<file path="config.mk">
export PLATFORM = sky130hd
export DESIGN_NAME = trie_lookup_engine
export DESIGN_NICKNAME = d
export VERILOG_FILES = /design/src/rtl/trie_pkg.sv /design/src/rtl/trie_selector.sv /design/src/rtl/trie_stage.sv /design/src/rtl/trie_pipe.sv /design/src/rtl/trie_merge.sv /design/src/rtl/trie_lookup_engine.sv
export SDC_FILE = /design/constraint.sdc
export NUM_CORES = 2
export LEC_CHECK = 0
export ABC_AREA = 1
export BUFFER_PORTS_ARGS = -buffer_cell sky130_fd_sc_hd__buf_2
export CAP_MARGIN = 20
export CELL_PAD_IN_SITES_DETAIL_PLACEMENT = 1
export CELL_PAD_IN_SITES_GLOBAL_PLACEMENT = 2
export CORE_AREA = 2 2 539 541
export CTS_BUF_LIST = sky130_fd_sc_hd__clkbuf_4
export CTS_CLUSTER_DIAMETER = 30
export CTS_CLUSTER_SIZE = 12
export DETAILED_ROUTE_END_ITERATION = 8
export DIE_AREA = 0 0 541 543
export GPL_TIMING_DRIVEN = 0
export PLACE_DENSITY = 0.95
export SYNTH_ARGS = -nofsm -noshare
export SYNTH_HDL_FRONTEND = slang
export SYNTH_MEMORY_MAX_BITS = 65536
export SYNTH_SLANG_ARGS = --single-unit
</file>
<file path="constraint.sdc">
create_clock -name clk -period 7.4 [get_ports clk]
set_input_delay 0.74 -clock clk [delete_from_list [all_inputs] [get_ports clk]]
set_output_delay 0.74 -clock clk [all_outputs]
set_load 0.05 [all_outputs]
</file>
<file path="src/rtl/trie_pkg.sv">
// Package: trie_pkg
// Shared configuration and record types for the multi-pipeline trie lookup
// engine. Assumes SEL_W >= 1 and N_STG >= 2.
package trie_pkg;
    localparam int ADDR_W   = 32;                 // lookup key width
    localparam int SEL_W    = 2;                  // key bits choosing a pipeline
    localparam int N_PIPE   = 1 << SEL_W;         // number of pipelines
    localparam int N_STG    = 4;                  // stages per pipeline
    localparam int NODE_DEP = 16;                 // nodes per stage memory
    localparam int NH_W     = 8;                  // next-hop index width

    localparam int REM_W  = ADDR_W - SEL_W;       // key bits walked in a pipeline
    localparam int STG_W  = $clog2(N_STG);        // stage number width
    localparam int NA_W   = $clog2(NODE_DEP);     // node address width
    localparam int LAT    = N_STG + 1;            // capture-to-result cycles

    // One trie node as held in a stage memory.
    typedef struct packed {
        logic             nh_flag;   // node stores a prefix
        logic             has_l;     // left child present
        logic             has_r;     // right child present
        logic [NH_W-1:0]  nh_idx;    // next-hop index of the stored prefix
        logic [STG_W-1:0] ptr_stg;   // stage of the children
        logic [NA_W-1:0]  ptr_addr;  // address of the first child
    } node_t;

    // One lookup in flight between stages.
    typedef struct packed {
        logic             vld;       // token carries a lookup
        logic             walk;      // lookup still descending
        logic [STG_W-1:0] tstg;      // stage of the next node to visit
        logic [NA_W-1:0]  taddr;     // address of the next node to visit
        logic [REM_W-1:0] rem;       // unconsumed key bits, MSB next
        logic             hit;       // a prefix has matched so far
        logic [NH_W-1:0]  nh;        // next-hop index of best match so far
    } tok_t;
endpackage

</file>
<file path="src/rtl/trie_selector.sv">
// Module: trie_selector
// Registers an incoming lookup and hands it to the pipeline named by the top
// SEL_W key bits, primed to visit the root (stage 0, address 0). Tokens of
// pipelines not chosen are all-zero. Assumes at most one lookup per cycle.
module trie_selector
    import trie_pkg::*;
(
    input  logic                   clk,
    input  logic                   rst_n,
    input  logic                   req_valid,
    input  logic [ADDR_W-1:0]      req_addr,
    output tok_t [N_PIPE-1:0]      tok_o
);
    logic [SEL_W-1:0]  sel;
    logic [N_PIPE-1:0] vld_vec;

    assign sel = req_addr[ADDR_W-1 -: SEL_W];

    for (genvar p = 0; p < N_PIPE; p++) begin : g_route
        // Load the root-seeking token into the chosen pipeline only.
        always_ff @(posedge clk) begin
            if (!rst_n) begin
                tok_o[p] <= '0;
            end else if (req_valid && sel == SEL_W'(p)) begin
                tok_o[p].vld   <= 1'b1;
                tok_o[p].walk  <= 1'b1;
                tok_o[p].tstg  <= '0;
                tok_o[p].taddr <= '0;
                tok_o[p].rem   <= req_addr[REM_W-1:0];
                tok_o[p].hit   <= 1'b0;
                tok_o[p].nh    <= '0;
            end else begin
                tok_o[p] <= '0;
            end
        end
        assign vld_vec[p] = tok_o[p].vld;
    end

    AST_ROUTE_SINGLE: assert property (@(posedge clk) disable iff (!rst_n)
        req_valid |=> $countones(vld_vec) == 1);
    AST_ROUTE_TARGET: assert property (@(posedge clk) disable iff (!rst_n)
        req_valid |=> vld_vec[$past(sel)]);
    AST_IDLE_QUIET: assert property (@(posedge clk) disable iff (!rst_n)
        !req_valid |=> vld_vec == '0);
endmodule

</file>
<file path="src/rtl/trie_stage.sv">
// Module: trie_stage
// One pipeline stage: a node memory plus one trie step. A walking lookup
// whose target stage is STG_ID reads its node, records a stored prefix as
// the new best match, consumes one key bit and aims at the matching child or
// stops. Any other token is copied unchanged. Memory reads are combinational
// from a register array; writes land at the clock edge.
module trie_stage
    import trie_pkg::*;
#(
    parameter int STG_ID = 0
) (
    input  logic              clk,
    input  logic              rst_n,
    input  logic              wr_en,
    input  logic [NA_W-1:0]   wr_addr,
    input  node_t             wr_node,
    input  tok_t              tin,
    output tok_t              tout
);
    localparam logic [STG_W-1:0] MY_STG = STG_W'(STG_ID);

    node_t mem [NODE_DEP];
    node_t nd;
    tok_t  nxt;
    logic  mine;
    logic  kbit;
    logic  take;

    // Node memory: cleared by reset, one node written per cycle.
    always_ff @(posedge clk) begin
        if (!rst_n) begin
            for (int i = 0; i < NODE_DEP; i++) mem[i] <= '0;
        end else if (wr_en) begin
            mem[wr_addr] <= wr_node;
        end
    end

    // Trie step: update best match and pick the next node or stop.
    always_comb begin
        nd   = mem[tin.taddr];
        mine = tin.vld && tin.walk && (tin.tstg == MY_STG);
        kbit = tin.rem[REM_W-1];
        take = kbit ? nd.has_r : nd.has_l;
        nxt  = tin;
        if (mine) begin
            if (nd.nh_flag) begin
                nxt.hit = 1'b1;
                nxt.nh  = nd.nh_idx;
            end
            nxt.rem = tin.rem << 1;
            if (take) begin
                nxt.tstg  = nd.ptr_stg;
                nxt.taddr = nd.ptr_addr + NA_W'(kbit & nd.has_l);
            end else begin
                nxt.walk = 1'b0;
            end
        end
    end

    // Stage register toward the next stage.
    always_ff @(posedge clk) begin
        if (!rst_n) tout <= '0;
        else        tout <= nxt;
    end

    AST_PASS_THROUGH: assert property (@(posedge clk) disable iff (!rst_n)
        (tin.vld && !(tin.walk && tin.tstg == MY_STG)) |=> tout == $past(tin));
    AST_BEST_KEPT: assert property (@(posedge clk) disable iff (!rst_n)
        (tin.vld && tin.hit) |=> tout.hit);
    AST_STOP_HOLDS: assert property (@(posedge clk) disable iff (!rst_n)
        (tin.vld && !tin.walk) |=> !tout.walk);
    AST_ONE_STEP: assert property (@(posedge clk) disable iff (!rst_n)
        1'b1 |=> tout.vld == $past(tin.vld));
endmodule

</file>
<file path="src/rtl/trie_pipe.sv">
// Module: trie_pipe
// A chain of N_STG trie stages for one pipeline. Decodes node writes aimed
// at this pipeline onto the addressed stage. The token leaving the last
// stage is the pipeline's result.
module trie_pipe
    import trie_pkg::*;
(
    input  logic              clk,
    input  logic              rst_n,
    input  logic              wr_en,
    input  logic [STG_W-1:0]  wr_stage,
    input  logic [NA_W-1:0]   wr_addr,
    input  node_t             wr_node,
    input  tok_t              head,
    output tok_t              tail
);
    tok_t chain [N_STG+1];

    assign chain[0] = head;

    for (genvar s = 0; s < N_STG; s++) begin : g_stg
        logic stg_wr;
        // Write strobe for this stage only.
        assign stg_wr = wr_en && (wr_stage == STG_W'(s));
        trie_stage #(.STG_ID(s)) u_stage (
            .clk     (clk),
            .rst_n   (rst_n),
            .wr_en   (stg_wr),
            .wr_addr (wr_addr),
            .wr_node (wr_node),
            .tin     (chain[s]),
            .tout    (chain[s+1])
        );
    end

    assign tail = chain[N_STG];
endmodule

</file>
<file path="src/rtl/trie_merge.sv">
// Module: trie_merge
// Final selector: folds the pipeline tails into one registered result.
// Assumes at most one tail is valid per cycle, which the single-issue
// selector guarantees; invalid tails are all-zero.
module trie_merge
    import trie_pkg::*;
(
    input  logic               clk,
    input  logic               rst_n,
    input  tok_t [N_PIPE-1:0]  tails,
    output logic               res_valid,
    output logic               res_hit,
    output logic [NH_W-1:0]    res_nh
);
    logic [N_PIPE-1:0] tv;
    logic              any_v;
    logic              any_h;
    logic [NH_W-1:0]   any_nh;

    // OR-fold of valid tails; masking keeps idle pipelines out.
    always_comb begin
        any_v  = 1'b0;
        any_h  = 1'b0;
        any_nh = '0;
        for (int p = 0; p < N_PIPE; p++) begin
            tv[p]  = tails[p].vld;
            any_v  = any_v | tails[p].vld;
            any_h  = any_h | (tails[p].vld & tails[p].hit);
            any_nh = any_nh | (tails[p].vld ? tails[p].nh : '0);
        end
    end

    // Result register.
    always_ff @(posedge clk) begin
        if (!rst_n) begin
            res_valid <= 1'b0;
            res_hit   <= 1'b0;
            res_nh    <= '0;
        end else begin
            res_valid <= any_v;
            res_hit   <= any_h;
            res_nh    <= any_h ? any_nh : '0;
        end
    end

    AST_ONE_WINNER: assert property (@(posedge clk) disable iff (!rst_n)
        $onehot0(tv));
    for (genvar p = 0; p < N_PIPE; p++) begin : g_chk
        AST_IDLE_CLEAN: assert property (@(posedge clk) disable iff (!rst_n)
            !tails[p].vld |-> tails[p] == '0);
        AST_MISS_ZERO: assert property (@(posedge clk) disable iff (!rst_n)
            (tails[p].vld && !tails[p].hit) |=> (res_valid && !res_hit && res_nh == '0));
    end
endmodule

</file>
<file path="src/rtl/trie_lookup_engine.sv">
// Module: trie_lookup_engine
// Top of the multi-pipeline trie lookup engine: selector, N_PIPE pipelines
// of N_STG stages, final merge. One lookup per cycle, results after LAT
// cycles in issue order. Assumes node writes are not issued while lookups
// that depend on the written node are in flight.
module trie_lookup_engine
    import trie_pkg::*;
(
    input  logic               clk,
    input  logic               rst_n,
    input  logic               req_valid,
    input  logic [ADDR_W-1:0]  req_addr,
    input  logic               wr_en,
    input  logic [SEL_W-1:0]   wr_pipe,
    input  logic [STG_W-1:0]   wr_stage,
    input  logic [NA_W-1:0]    wr_addr,
    input  logic               wr_nh_flag,
    input  logic               wr_has_left,
    input  logic               wr_has_right,
    input  logic [NH_W-1:0]    wr_nh_idx,
    input  logic [STG_W-1:0]   wr_ptr_stage,
    input  logic [NA_W-1:0]    wr_ptr_addr,
    output logic               res_valid,
    output logic               res_hit,
    output logic [NH_W-1:0]    res_nh
);
    tok_t [N_PIPE-1:0] heads;
    tok_t [N_PIPE-1:0] tails;
    node_t             wnode;

    // Pack the write fields into one node record.
    always_comb begin
        wnode.nh_flag  = wr_nh_flag;
        wnode.has_l    = wr_has_left;
        wnode.has_r    = wr_has_right;
        wnode.nh_idx   = wr_nh_idx;
        wnode.ptr_stg  = wr_ptr_stage;
        wnode.ptr_addr = wr_ptr_addr;
    end

    trie_selector u_sel (
        .clk       (clk),
        .rst_n     (rst_n),
        .req_valid (req_valid),
        .req_addr  (req_addr),
        .tok_o     (heads)
    );

    for (genvar p = 0; p < N_PIPE; p++) begin : g_pipe
        logic pipe_wr;
        // Write strobe for this pipeline only.
        assign pipe_wr = wr_en && (wr_pipe == SEL_W'(p));
        trie_pipe u_pipe (
            .clk      (clk),
            .rst_n    (rst_n),
            .wr_en    (pipe_wr),
            .wr_stage (wr_stage),
            .wr_addr  (wr_addr),
            .wr_node  (wnode),
            .head     (heads[p]),
            .tail     (tails[p])
        );
    end

    trie_merge u_merge (
        .clk       (clk),
        .rst_n     (rst_n),
        .tails     (tails),
        .res_valid (res_valid),
        .res_hit   (res_hit),
        .res_nh    (res_nh)
    );

    AST_HIT_HAS_VALID: assert property (@(posedge clk) disable iff (!rst_n)
        res_hit |-> res_valid);
endmodule

</file>
==> flow_metrics.py <==
metrics = {
    "placement": {
        "io_buffers": 42,
        "place_congestion": 1.04,
        "place_area_um2": 141000,
        "hpwl_um": 440000,
    },
    "synthesis": {
        "synth_top_cell_by_area": "edfxtp_1",
        "synth_area_per_cell_um2": 9.97,
        "synth_warnings": 0,
        "synth_cell_types": 39,
        "synth-xor-area-share": 0.00104,
        "synthMuxAreaShare": 0.000334,
        "synth-simple-area-share": 0.197,
        "synth_seq_cells": 3102,
        "post-synth-top-area-fraction": 0.628,
        "synth_adder_area_share": 0.00223,
        "ys_top_cells_by_area": "edfxtp_1 (63%), nor2_1 (13%), o21ai_0 (4.8%), nand2_1 (4.7%), dfxtp_1 (4.2%)",
        "synth_area_um2": 135000,
        "syn_inst": 13500,
        "synthesis.nets": 13600,
        "synth_top_family_by_area": "simple AND/OR/NAND/NOR gates",
        "synth-compound-area-share": 0.0850,
        "yosysSeqAreaShare": 0.670,
    },
    "floorplanning": {
        "num_rows": 197,
        "die-area_um2": 294000,
        "core_area_um2": 287000,
        "initial_utilization": 0.469,
        "die_height_um": 543,
        "pin_count": 71,
        "dieWidth_um": 541,
    },
    "setup_path": {
        "cp.arrival_ns": 5.84,
        "cp-start-kind": "input port",
        "cp_data_required_time_ns": 8.64,
        "crit_path_max_fanout": 17,
        "cp-end-kind": "register",
        "worstSetupPathType": "input port to register",
    },
    "final_layout": {
        "fin_nets": 14400,
        "drive_above_1_share": 0.107,
        "regArea_um2": 90300,
        "stdcell_area_um2": 153000,
        "multi_input_area_um2": 38400,
        "syn2layout_area_growth_pct": 13.7,
        "fillCellCount": 32100,
    },
    "grt": {
        "grt_usage": 0.413,
        "grt_pass1_vias": 116000,
        "grt_pass1_wl_um": 857000,
        "globalRouteOverflowTotal": 0,
        "grt_max_degree": 18,
        "antenna_found_initial": 70,
    },
    "timing": {
        "period_minus_slack_ns": 4.60,
        "rsz0062_at_grt": "false",
        "hold_viol": 0,
        "fin_crit_sh": 0.621,
        "tightest_slew_ns": 1.34,
        "fin_tns_setup_ns": 0,
        "setup_viol": 0,
        "finalMaxSlewViolations": 0,
        "fin_skew_ns": 0.140,
        "max_freq_ghz": 0.218,
        "maxSlewHeadroom": 0.104,
    },
    "clocking": {
        "clockRootBuffer": "clkbuf_4",
        "clock-sinks": 3102,
        "tritoncts": "built",
        "clkLatencyLatePin_ns": 1.73,
        "clockBufferDepth": 4,
        "cts_made_buffers": 653,
        "h-tree-depth": 6,
        "cts_setup_buffers": 0,
        "clk_pin_slew_ns": 0.10,
    },
    "power": {
        "p_seq_frac": 0.510,
        "ir_drop_v": 0.000153,
        "power_density_nw_per_um2": 257,
        "power_leakage_nw": 58.3,
        "p_int_mw": 29.2,
        "power_switching_mw": 10.2,
        "swShare": 0.260,
        "p_comb_frac": 0.054,
        "power_frac_clock": 0.436,
    },
    "route": {
        "routed-via-count": 118000,
        "drt-pass1-iter-count": 8,
        "drt_first_iter_violations": 17200,
        "wire_per_inst_um": 33.0,
        "drc": 0,
        "vias_per_cell": 6.26,
        "wirelength_um": 620000,
        "postRouteAntennaNets": 0,
    },
    "outcome": {
        "status": "finished clean",
    },
    "min_path": {
        "hold_path_class": "input port to register",
    },
    "flow_run": {
        "drv_cap": 0,
    },
}
-- metal layers --
layer / routed length (um) / GRT usage
met4: 48400 / 0.289
met3: 81800 / 0.118
met1: 223000 / 0.526
met5: 184 / 0
met2: 267000 / 0.609
-- cell type report --
type                       count  area share
timing repair buffer         175      0.0152
multi-input combinational   8869       0.251
buffer                      1054      0.0279
sequential                  3102       0.589
antenna                       81     0.00132
inverter                     492      0.0121
tap                         3781      0.0309
clock buffer                 737      0.0361
clock inverter               487      0.0362
-- critical path: stages --
cell           delay, ns
dlygate4sd3_1       0.65
buf_2               0.17
inv_1               0.05
or2_1               0.27
nor2_1              0.84
buf_2               1.09
nand2_1             0.68
clkbuf_1            0.44
nand2_1             0.84
-- Yosys cell counts --
cell      number
nand2_1     1688
nand2_2       56
buf_6          3
or2_1          1
o221ai_1     115
buf_4          6
nand3_1      505
a221oi_1       6
o22ai_1      200
nor3_2         2
dfxtp_1      282
buf_2        154
nor4_1         2
or2_2          1
nor2_2        10
nor2_1      4516
o211ai_1     209
clkinv_1      35
clkbuf_1     788
xnor2_1        7
nor3_4         1
a21oi_2        1
xor2_1         9
mux2_2         4
a41oi_1        3
inv_2         20
nor2_4         1
buf_1        103
ha_1          24
a22o_1        13
a221o_1       10
inv_1        437
o21ai_0     1287
a21oi_1      154
edfxtp_1    2820
nand4_1       28
nor3_1         3
o21ai_1        3
a32o_1        10
-- power by group through the flow --
stage,combinational [mW],sequential (mW),clock [mW]
5_1_grt,2.16,20.2,17.8
3_3_place_gp,1.86,20.5,0
2_1_floorplan,0.883,20.4,0
4_1_cts,2.03,20.1,17.0
3_5_place_dp,2.00,20.5,0
6_report,2.14,20.1,17.2
-- state kept, by name, indices dropped and copies added, names as in the netlist, named ones only --
name                              cells
g_pipe.u_pipe.g_stg.u_stage.mem    2820
g_pipe.u_pipe.g_stg.u_stage.tout    240
u_sel.tok_o                          16
u_merge.res_nh                        8
u_merge.res_hit                       1
u_merge.res_valid                     1
-- cell families (layout without fill, tap and decap cells) --
logic type               count (synthesis)  after routing
buffers and inverters                 1546           2945
flip-flops                            3102           3102
AND/OR/NAND/NOR                       6814           6814
XOR/XNOR                                16             16
adder cells (fa/ha/maj)                 24             24
multiplexers                             4              4
AO/OA/AOI/OAI                         2011           2011
other                                    0             81
-- per-stage QoR --
step | std cells | total power [mW] | setup WS, ns | util | hold WS [ns]
2_1_floorplan | 13500 | 21.3 | 4.55 | - | 0.407
3_3_place_gp | 17300 | 22.3 | 0.576 | 0.486 | 0.423
3_5_place_dp | 17400 | 22.5 | 1.98 | 0.492 | 0.427
4_1_cts | 18700 | 39.2 | 3.15 | 0.532 | 0.0278
5_1_grt | 18700 | 40.2 | 2.97 | 0.533 | 0.0949
6_report | 18800 | 39.5 | 2.80 | 0.533 | 0.117
-- final timing paths --
check | startpoint | to | slack (ns) | cells past startpoint
min | wr_addr[3] | g_pipe[0].u_pipe.g_stg[1].u_stage.mem[3][1] | 0.12 | 6
max | wr_addr[0] | g_pipe[3].u_pipe.g_stg[2].u_stage.mem[9][3] | 2.80 | 9
max reg2reg | g_pipe[2].u_pipe.g_stg[1].u_stage.tout[39] | register | 3.34 | 13
min reg2reg | g_pipe[0].u_pipe.g_stg[2].u_stage.tout[46] | g_pipe[0].u_pipe.g_stg[3].u_stage.tout[46] | 0.36 | 2
-- layout by cell type (no fill, tap or decap), types with 52 or more instances in the layout --
master / instances
a21oi_1: 154
buf_1: 93
buf_2: 206
buf_8: 52
bufinv_16: 110
clkbuf_1: 732
clkbuf_2: 56
clkbuf_4: 738
clkinv_1: 137
clkinv_2: 112
clkinvlp_4: 73
dfxtp_1: 282
diode_2: 81
edfxtp_1: 2820
inv_1: 437
nand2_1: 1688
nand2_2: 56
nand3_1: 505
nor2_1: 4513
o211ai_1: 209
o21ai_0: 1287
o221ai_1: 115
o22ai_1: 200
-- what timing repair did --
action                    CTS  global route
hold buffers               30             2
hold endpoints to repair  361             1
resized for setup           0             0
No activity file was read; power rests on OpenSTA's default activity.
